--- config.mk ---
export PLATFORM = sky130hd
export DESIGN_NAME = pc_sequencer
export DESIGN_NICKNAME = d
export VERILOG_FILES = /design/src/rtl/pcseq_pkg.sv /design/src/rtl/pcseq_stack.sv /design/src/rtl/pcseq_irq_arb.sv /design/src/rtl/pc_sequencer.sv
export SDC_FILE = /design/constraint.sdc
export NUM_CORES = 1
export LEC_CHECK = 0
export ABC_AREA = 1
export ABC_CLOCK_PERIOD_IN_PS = 7340
export BUFFER_PORTS_ARGS = -buffer_cell sky130_fd_sc_hd__buf_4
export CAP_MARGIN = 20
export CELL_PAD_IN_SITES_DETAIL_PLACEMENT = 0
export CELL_PAD_IN_SITES_GLOBAL_PLACEMENT = 1
export CORE_ASPECT_RATIO = 0.8
export CORE_MARGIN = 4
export CORE_UTILIZATION = 29
export DETAILED_ROUTE_END_ITERATION = 12
export GPL_TIMING_DRIVEN = 1
export PLACE_DENSITY_LB_ADDON = 0.1
export SYNTH_ARGS = -nofsm -noshare
export SYNTH_HDL_FRONTEND = slang
export SYNTH_HIERARCHICAL = 1
export SYNTH_SLANG_ARGS = --single-unit
--- constraint.sdc ---
create_clock -name clk -period 7.34 [get_ports clk]
set_clock_uncertainty 0.15 [all_clocks]
set_input_delay 0.734 -clock clk [delete_from_list [all_inputs] [get_ports clk]]
set_output_delay 0.734 -clock clk [all_outputs]
set_load 0.1 [all_outputs]
--- src/rtl/pcseq_pkg.sv ---
package pcseq_pkg;

  typedef enum logic [1:0] {
    SRC_EXT  = 2'd0,
    SRC_TMR0 = 2'd1,
    SRC_TMR1 = 2'd2
  } irq_src_e;

  // Vector base of source index n: (n + 1) << shift
  function automatic int unsigned vec_base(input int unsigned idx, input int unsigned shift);
    return (idx + 1) << shift;
  endfunction

endpackage

--- src/rtl/pcseq_stack.sv ---
module pcseq_stack #(
  parameter int W     = 12,
  parameter int DEPTH = 6,
  localparam int CW   = $clog2(DEPTH + 1)
) (
  input  logic         clk,
  input  logic         rst_n,
  input  logic         push_i,
  input  logic         pop_i,
  input  logic [W-1:0] din_i,
  output logic [W-1:0] top_o,
  output logic         full_o
);

  localparam logic [CW-1:0] DEPTH_C = CW'(DEPTH);

  logic [W-1:0]  ent_q [DEPTH];
  logic [W-1:0]  ent_d [DEPTH];
  logic [CW-1:0] cnt_q, cnt_d;
  logic          ent_en, cnt_en;

  // Shift-register stack: index 0 is the top, the oldest entry falls off the bottom
  for (genvar i = 0; i < DEPTH; i++) begin : g_lvl
    logic [W-1:0] from_above, from_below;
    if (i == 0) begin : g_top
      assign from_above = din_i;
    end else begin : g_mid
      assign from_above = ent_q[i-1];
    end
    if (i == DEPTH - 1) begin : g_bot
      assign from_below = '0;
    end else begin : g_up
      assign from_below = ent_q[i+1];
    end
    always_comb begin
      ent_d[i] = ent_q[i];
      if (push_i)     ent_d[i] = from_above;
      else if (pop_i) ent_d[i] = from_below;
    end
    always_ff @(posedge clk or negedge rst_n) begin
      if (!rst_n)      ent_q[i] <= '0;
      else if (ent_en) ent_q[i] <= ent_d[i];
    end
  end

  assign ent_en = push_i | pop_i;

  always_comb begin
    cnt_d  = cnt_q;
    cnt_en = 1'b0;
    if (push_i && cnt_q != DEPTH_C) begin
      cnt_d  = cnt_q + 1'b1;
      cnt_en = 1'b1;
    end else if (pop_i && !push_i && cnt_q != '0) begin
      cnt_d  = cnt_q - 1'b1;
      cnt_en = 1'b1;
    end
  end

  always_ff @(posedge clk or negedge rst_n) begin
    if (!rst_n)      cnt_q <= '0;
    else if (cnt_en) cnt_q <= cnt_d;
  end

  assign top_o  = ent_q[0];
  assign full_o = (cnt_q == DEPTH_C);

  p_cnt_bound_r11: assert property (@(posedge clk) disable iff (!rst_n)
    cnt_q <= DEPTH_C);

  p_full_push_r11: assert property (@(posedge clk) disable iff (!rst_n)
    (full_o && push_i && !pop_i) |=> (full_o && ent_q[0] == $past(din_i)));

  p_pop_empty_r12: assert property (@(posedge clk) disable iff (!rst_n)
    (cnt_q == '0 && pop_i && !push_i) |-> (top_o == '0));

endmodule

--- src/rtl/pcseq_irq_arb.sv ---
module pcseq_irq_arb #(
  parameter int N     = 3,
  localparam int IW   = (N > 1) ? $clog2(N) : 1
) (
  input  logic          clk,
  input  logic          rst_n,
  input  logic [N-1:0]  req_i,
  input  logic [N-1:0]  en_i,
  input  logic          gie_i,
  input  logic          blk_i,
  output logic          take_o,
  output logic [IW-1:0] sel_o
);

  logic [N-1:0] pend_q, pend_d, elig, grant, clr;

  assign elig = pend_q & en_i;

  // Fixed priority: lowest index wins
  always_comb begin
    sel_o = '0;
    grant = '0;
    for (int i = N - 1; i >= 0; i--) begin
      if (elig[i]) begin
        sel_o = IW'(i);
        grant = N'(1) << i;
      end
    end
  end

  assign take_o = gie_i & (|elig) & ~blk_i;
  assign clr    = take_o ? grant : '0;
  assign pend_d = (pend_q & ~clr) | req_i;

  always_ff @(posedge clk or negedge rst_n) begin
    if (!rst_n) pend_q <= '0;
    else        pend_q <= pend_d;
  end

  p_grant_onehot_r8: assert property (@(posedge clk) disable iff (!rst_n)
    $onehot0(grant));

  p_pend_kept_r7: assert property (@(posedge clk) disable iff (!rst_n)
    !take_o |=> ((pend_q & $past(pend_q)) == $past(pend_q)));

  p_taken_cleared_r6: assert property (@(posedge clk) disable iff (!rst_n)
    (take_o && (req_i & grant) == '0) |=> ((pend_q & $past(grant)) == '0));

endmodule

--- src/rtl/pc_sequencer.sv ---
module pc_sequencer #(
  parameter int PC_W      = 12,
  parameter int STK_DEPTH = 6,
  parameter int N_IRQ     = 3,
  parameter int VEC_SHIFT = 2,
  localparam int SW       = (N_IRQ > 1) ? $clog2(N_IRQ) : 1
) (
  input  logic            clk,
  input  logic            rst_n,
  input  logic            adv_i,
  input  logic            jmp_i,
  input  logic            call_i,
  input  logic [PC_W-1:0] tgt_i,
  input  logic            ret_i,
  input  logic            reti_i,
  input  logic            gie_wr_i,
  input  logic            gie_d_i,
  input  logic [N_IRQ-1:0] irq_req_i,
  input  logic [N_IRQ-1:0] irq_en_i,
  output logic [PC_W-1:0] pc_o,
  output logic            stk_full_o,
  output logic            gie_o,
  output logic            ack_o,
  output logic [SW-1:0]   ack_src_o
);

  import pcseq_pkg::*;

  logic [PC_W-1:0] pc_q, pc_d, pc_inc, stk_top, stk_din, vec_addr;
  logic            gie_q, gie_d, ack_q;
  logic [SW-1:0]   src_q, sel;
  logic            take, stk_full, push, pop, do_ret;

  pcseq_irq_arb #(.N(N_IRQ)) u_arb (
    .clk    (clk),
    .rst_n  (rst_n),
    .req_i  (irq_req_i),
    .en_i   (irq_en_i),
    .gie_i  (gie_q),
    .blk_i  (stk_full),
    .take_o (take),
    .sel_o  (sel)
  );

  pcseq_stack #(.W(PC_W), .DEPTH(STK_DEPTH)) u_stk (
    .clk    (clk),
    .rst_n  (rst_n),
    .push_i (push),
    .pop_i  (pop),
    .din_i  (stk_din),
    .top_o  (stk_top),
    .full_o (stk_full)
  );

  assign pc_inc   = pc_q + 1'b1;
  assign vec_addr = PC_W'(vec_base(32'(sel), VEC_SHIFT));
  assign do_ret   = ret_i | reti_i;
  assign push     = take | (call_i & ~do_ret);
  assign pop      = ~take & do_ret;
  assign stk_din  = take ? pc_q : pc_inc;

  // Next PC
  always_comb begin
    pc_d = pc_q;
    if (take)                pc_d = vec_addr;
    else if (do_ret)         pc_d = stk_top;
    else if (call_i | jmp_i) pc_d = tgt_i;
    else if (adv_i)          pc_d = pc_inc;
  end

  // Next global enable
  always_comb begin
    gie_d = gie_q;
    if (take)          gie_d = 1'b0;
    else if (reti_i)   gie_d = 1'b1;
    else if (gie_wr_i) gie_d = gie_d_i;
  end

  always_ff @(posedge clk or negedge rst_n) begin
    if (!rst_n) begin
      pc_q  <= '0;
      gie_q <= 1'b0;
      ack_q <= 1'b0;
    end else begin
      pc_q  <= pc_d;
      gie_q <= gie_d;
      ack_q <= take;
    end
  end

  always_ff @(posedge clk or negedge rst_n) begin
    if (!rst_n)    src_q <= '0;
    else if (take) src_q <= sel;
  end

  assign pc_o       = pc_q;
  assign stk_full_o = stk_full;
  assign gie_o      = gie_q;
  assign ack_o      = ack_q;
  assign ack_src_o  = src_q;

  p_vector_r6: assert property (@(posedge clk) disable iff (!rst_n)
    ack_q |-> (pc_q == PC_W'(vec_base(32'(src_q), VEC_SHIFT))));

  p_ack_clears_gie_r9: assert property (@(posedge clk) disable iff (!rst_n)
    ack_q |-> !gie_q);

  p_reti_sets_gie_r9: assert property (@(posedge clk) disable iff (!rst_n)
    (!take && reti_i) |=> gie_q);

  p_ret_keeps_gie_r9: assert property (@(posedge clk) disable iff (!rst_n)
    (!take && ret_i && !reti_i && !gie_wr_i) |=> (gie_q == $past(gie_q)));

  p_advance_r2: assert property (@(posedge clk) disable iff (!rst_n)
    (!take && adv_i && !jmp_i && !call_i && !ret_i && !reti_i)
      |=> (pc_q == PC_W'($past(pc_q) + 1'b1)));

  p_call_target_r4: assert property (@(posedge clk) disable iff (!rst_n)
    (!take && call_i && !ret_i && !reti_i) |=> (pc_q == $past(tgt_i)));

  p_irq_saves_pc_r10: assert property (@(posedge clk) disable iff (!rst_n)
    take |=> (u_stk.top_o == $past(pc_q)));

endmodule

# After elaboration in Yosys (flattened, before gate mapping)
# Index checks and enable logic that the tools add are counted.
word_totals:
  elab_cells: 76
  input_bits: 27
  out_inout_bits: 17
  reg_bits: 94
classes:
  muxes: 31
  addsub: 4
  n_reduce_logical: 12
  bitwise: 15
  n_eq_ne: 2
op_table:
  columns: ["operator", "n"]
  rows:
  - ["2-to-1 mux 12 bit", 17]
  - ["2-to-1 mux 3 bit", 6]
  - ["adder 12 x 1 -> 12 bit (second input constant)", 1]
  - ["AND 3 bit", 2]
  - ["2-to-1 mux 2 bit", 3]
  - ["nonzero test 3 bit", 2]
  - ["2-to-1 mux 1 bit", 5]
  - ["AND 1 bit", 4]
  - ["OR 1 bit", 4]
  - ["AND reduction 2 bit", 2]
  - ["nonzero test 2 bit", 2]
  - ["nonzero test 4 bit", 1]
  - ["adder 2 x 1 -> 3 bit (second input constant)", 1]
  - ["adder 3 x 1 -> 3 bit (second input constant)", 1]
  - ["== test 3 bit (second input constant)", 1]
  - ["logical AND 1 bit", 3]
  - ["!= test 3 bit (second input constant)", 1]
  - ["inverter 1 bit", 3]
  - ["inverter 3 bit", 1]
  - ["OR 3 bit", 1]
  - ["OR reduction 3 bit", 1]
  - ["subtractor 3 x 1 -> 3 bit (second input constant)", 1]
  - ["logical NOT 1 bit", 1]

# Depth between registers and ports, before layout
depth:
  ltp_word: 11
  mapped_depth: 18
  ltp_nobuf: 15

# Hierarchy
# The synthesis kept the hierarchy.
modules_own_cells:
  columns: ["mod", "cells_per_inst", "area_each_um2", "instances", "seq_area_each_um2"]
  rows:
  - ["pcseq_stack", 333, 3184.3, 1, 1876.8]
  - ["pc_sequencer", 211, 1308.8, 1, 400.4]
  - ["pcseq_irq_arb", 25, 186.4, 1, 75.1]

# Worst setup path after synthesis
# OpenSTA, ideal clock, no wires.
synth_path:
  path_type: "register to register"
  start: "reg u_stk.cnt_q[0]"
  end: "reg u_stk.cnt_q[1]"
  period_less_slack_ns: 3.080
  path_buffers: 3
  arrival_ns: 2.813
  setup_slack_ns: 4.260
  path_stages_with_launch: 16
  setup_ns: 0.117
  required_ns: 7.073
  cell_sequence: "dfrtp_1 inv_1 nand3_1 inv_1 nor2_4 nand2_1 inv_1 buf_2 inv_2 buf_2 nand2_1 buf_2 nand2_1 fa_1 nand2_1 nand2_1"
synth_via:
  elab_cells_between_ends: 20
  cone_classes: "add/sub (2); eq/ne (2); mux (4); bitwise (5); reduce/logical (7)"
synth_lines:
  columns: ["item", "line_no", "source"]
  rows:
  - ["from (decl)", "pcseq_stack.sv:19", "logic [CW-1:0] cnt_q, cnt_d;"]
  - ["from (signal assigned)", "pcseq_stack.sv:62", "else if (cnt_en) cnt_q <= cnt_d;"]
  - ["== test 3 bit", "pcseq_stack.sv:66", "assign full_o = (cnt_q == DEPTH_C);"]
  - ["net stk_full_o", "pc_sequencer.sv:21", "output logic stk_full_o,"]
  - ["inverter 1 bit", "pcseq_irq_arb.sv:31", "assign take_o = gie_i & (|elig) & ~blk_i;"]
  - ["AND 1 bit", "pcseq_irq_arb.sv:31", null]
  - ["net take", "pc_sequencer.sv:32", "logic take, stk_full, push, pop, do_ret;"]
  - ["OR 1 bit", "pc_sequencer.sv:58", "assign push = take | (call_i & ~do_ret);"]
  - ["net push", "pc_sequencer.sv:32", null]
  - ["logical AND 1 bit", "pcseq_stack.sv:51", "if (push_i && cnt_q != DEPTH_C) begin"]
  - ["2-to-1 mux 3 bit", "pcseq_stack.sv:51", null]
  - ["net u_stk.cnt_d[1]", "pcseq_stack.sv:19", null]
# The timed path passes the listed nets, and every way through them passes these cells. The select of a mux whose other input is x is not followed.
# A chain may end at the register's enable or synchronous reset.

# Worst setup path in the final report
layout_path:
  start: "reg u_stk.cnt_q[0]"
  end: "reg u_stk.ent_q, in the netlist u_stk/g_lvl[2].from_below[5]"
layout_via:
  elab_cells_between_ends: 10
  cone_classes: "eq/ne (1); mux (1); bitwise (6); reduce/logical (2)"
layout_lines:
  columns: ["item", "line_no", "source"]
  rows:
  - ["== test 3 bit *", "pcseq_stack.sv:66", null]
  - ["inverter 1 bit *", "pcseq_irq_arb.sv:31", null]
  - ["AND 1 bit *", "pcseq_irq_arb.sv:31", null]
  - ["net take", "pc_sequencer.sv:32", null]
  - ["OR 1 bit *", "pc_sequencer.sv:58", null]
  - ["net push", "pc_sequencer.sv:32", null]
  - ["nonzero test 2 bit (no source line) or OR 1 bit (tied branches)", null, null]
  - ["AND reduction 2 bit (no source line)", null, null]
  - ["to (signal, indexed assignment)", "pcseq_stack.sv:42", "else if (ent_en) ent_q[i] <= ent_d[i];"]
  - ["to (decl)", "pcseq_stack.sv:17", "logic [W-1:0] ent_q [DEPTH];"]
# Mark *: on every way through the listed nets, which the timed path passes. The rest lies on a longest branch.

==> impl_metrics.json <==
{
  "post_drt_wl_per_cell_um": 15.1,
  "cts_buffer_depth": 2,
  "antenna_found_initial": 0,
  "r2r_cells": 15,
  "hold_ws_ns": 0.193,
  "cts.reportedPaths.clkPinSlew_ns": 0.07,
  "die_x_um": 150,
  "grt_overflow": 0,
  "io_buffer_count": 43,
  "yosysSeqAreaShare_pct": 50.3,
  "arrival_ns": 4.10,
  "grtUsageTotal_pct": 14.4,
  "drtAntennaViolNets": 0,
  "yosysTopAreaCell": "dfrtp_1",
  "instances_no_fill": 821,
  "ys_warn_count": 6,
  "clkSinkCount": 94,
  "status": "completed",
  "synthArstFlopShare_pct": 100,
  "io_pins": 44,
  "setup-tns-final_ns": 0,
  "power_density_nw_per_um2": 452,
  "via_per_inst": 4.74,
  "reg2reg_slack_ns": 3.30,
  "area_delta_synth_final_pct": 17.5,
  "hold_violations": 0,
  "p_clk_share_pct": 21.0,
  "cpMostUsedCell": "nand2_1",
  "cap_viol_max_count": 0,
  "max_stage_delay_ns": 0.41,
  "hpwl_um": 8290,
  "drt_wl_total_um": 12400,
  "r2r-end": "u_stk/g_lvl[2].from_below[5]$_DFFE_PN0P_",
  "coreArea_um2": 15800,
  "drt_iter0_markers": 236,
  "worstPathMaxFanout": 41,
  "dr.pass1.iters": 4,
  "grt_max_degree": 58,
  "p_int_mw": 1.31,
  "fillers": 1700,
  "min_period_ns": 4.04,
  "syn_inst": 569,
  "ys_ff_latch": 94,
  "pre_cts_slack_ns": 3.14,
  "ys.flop_type": "dfrtp_1",
  "fin_nets": 631,
  "r2r-start": "u_stk/cnt_q[0]$_DFFE_PN0P_",
  "die_h_um": 122,
  "power_mw": 2.48,
  "h-tree-depth": 3,
  "cts.repair.resized": 0,
  "synth_area_leaders": "dfrtp_1 (50%), nand2_1 (16%), o221ai_1 (7.7%)",
  "synth-edff-count": 0,
  "grt_pass1_wl_um": 20600,
  "endpoint": "u_stk/g_lvl[2].from_below[5]$_DFFE_PN0P_",
  "die_area_um2": 18200,
  "rsz0062_at_grt": "no",
  "start_util_pct": 29.6,
  "cp-startpoint": "u_stk/cnt_q[0]$_DFFE_PN0P_",
  "grt_pass1_vias": 4097,
  "cts_tree": "yes",
  "root_buffer": "clkbuf_16",
  "drv_slew": 0,
  "drive_gt1_share_pct": 14.7,
  "max_freq_mhz": 247,
  "hold_buffers": 0,
  "pwr-share-seq_pct": 34.0,
  "cts_buffers": 9,
  "setup-violations-final": 0,
  "dp_cells": 805,
  "gp_congestion": 0.755,
  "synth_area_um2": 4680,
  "layout_setup_ws_ns": 3.30,
  "num_vias": 3894,
  "power_frac_comb_pct": 45.0,
  "finalCritPeriodShare_pct": 55.1,
  "n_antenna_cell": 0,
  "max-slew-margin-rel_pct": 48.3,
  "critPathLaunchType": "register",
  "synth_nets": 599,
  "crit_type": "register to register",
  "swShare_pct": 47.4,
  "avgSynthCellArea_um2": 8.22,
  "cpMaxStageDelayCell": "dfrtp_1",
  "required_ns": 7.40,
  "ir_worst_vdd_mv": 0.157,
  "total_leakage_power_nw": 2.51,
  "row_count": 41,
  "endpoint_kind": "register",
  "clock_latency_ns": 0.36,
  "hp-class": "input port to asynchronous set/reset pin",
  "yosys.cell_types.count": 28,
  "p_switching_mw": 1.18,
  "drc": 0,
  "worstMarginPinSlew_ns": 0.776,
  "path_cells": "inv_1 -> nand3_1 -> inv_1 -> nor2_4 -> nand2_1 -> inv_1 -> inv_2 -> nand2_1 -> buf_4 -> inv_2 -> nand2_1 -> buf_4 -> inv_2 -> nand2_1 -> o221ai_1",
  "postCtsSetupRepairBufs": 0,
  "synth.top_cell.area_share_pct": 50.3
}
[layer usage]
layer  wire length, um  GRT usage [%]
met5                 0              0
met4               158           4.40
met3               367           3.38
met2              5880           23.7
met1              5980           19.0
[placed cells by master, fill, tap and decap left out, types with 2 or more instances in the layout]
cell type     n
clkbuf_16     9
o21ai_0       8
clkinvlp_4    2
inv_1        67
ha_1          2
o211ai_1     13
nand3_2       3
nand3_1      28
a31oi_1       2
nand2_1     195
nor2_2        3
a21oi_1       9
inv_2         8
nand2_2       6
o22ai_1      10
dfrtp_1      94
o221ai_1     41
bufinv_16     2
nor2_4        5
o21ai_1       8
nand4_1       4
xor2_1        3
xnor2_1       2
nor2_1       27
buf_4        48
[worst max-delay path: cells and delay by family, from the launching register on]
kind / cells / cell delay [ns]
AND/OR/NAND/NOR: 6 / 0.78
flip-flops: 1 / 0.41
AO/OA/AOI/OAI: 1 / 0.12
buffers and inverters: 8 / 2.39
[power by group through the flow]
stage / combinational, mW / clock [mW] / sequential [mW]
final: 1.12 / 0.523 / 0.844
after global routing: 1.24 / 0.562 / 0.867
after CTS: 1.14 / 0.542 / 0.845
after detailed placement: 1.13 / 0 / 0.853
after global placement: 1.12 / 0 / 0.855
after floorplan: 0.633 / 0 / 1.07
[synthesized netlist by cell type, types with 3 or more instances]
cell type  count
o21ai_1        8
nand2_1      195
nand3_2        3
nand3_1       28
o21ai_0        8
o22ai_1       10
o221ai_1      41
dfrtp_1       94
nor2_2         3
nand2_2        6
inv_1         67
nor2_4         5
a21oi_1        9
buf_2         23
inv_2          8
nor2_1        27
o211ai_1      13
xor2_1         3
nand4_1        4
[logic make-up (layout without fill, tap and decap cells)]
kind of cell	after synthesis	count (layout)	share of synthesized area, %
flops	94	94	50.3
xor+xnor	5	5	0.936
buf+inv	103	140	9.04
fa+ha+maj	3	3	0.962
simple gates	271	271	24.4
compound gates	93	93	14.4
[registers in the layout, indices dropped and copies added (netlist names)]
signal and count:
u_stk/cnt_q 3, u_stk/g_lvl.from_below 60, ack_src_o 2, pc_o 12, gie_o 1, ack_o 1, u_stk/top_o 12, u_arb/pend_q 3
[final cells by class]
class                   instances  area (um2)  share of cell area [%]
multi-input cells             372        1900                    34.6
repair buffers                 48         360                    6.55
clock buffers                   9         225                    4.09
inverters                      76         285                    5.19
clock inverters                 7         104                    1.89
well taps                     215         269                    4.89
flip-flops and latches         94        2350                    42.8
[worst min path at each step]
stage | start | end | slack (ns) | depth (start not counted)
global placement | u_stk/g_lvl[3].from_below[0]$_DFFE_PN0P_ | u_stk/g_lvl[3].from_below[0]$_DFFE_PN0P_ | 0.32 | 2
floorplan | rst_n | ack_o$_DFF_PN0_ | 0.29 | 0
CTS | rst_n | u_stk/g_lvl[4].from_below[11]$_DFFE_PN0P_ | 0.21 | 1
detailed placement | u_arb/pend_q[2]$_DFF_PN0_ | u_arb/pend_q[2]$_DFF_PN0_ | 0.33 | 2
finish | rst_n | u_stk/g_lvl[4].from_below[11]$_DFFE_PN0P_ | 0.19 | 1
global route | rst_n | u_stk/g_lvl[4].from_below[11]$_DFFE_PN0P_ | 0.23 | 1
[metrics by stage]
step           utilization, %  area (um2)
6_report                 34.8        5500
3_5_place_dp             32.7        5170
2_1_floorplan               -        4680
4_1_cts                  34.8        5500
3_3_place_gp             32.7        5170
5_1_grt                  34.8        5500
Note: power is estimated with default switching activity, not from simulation.
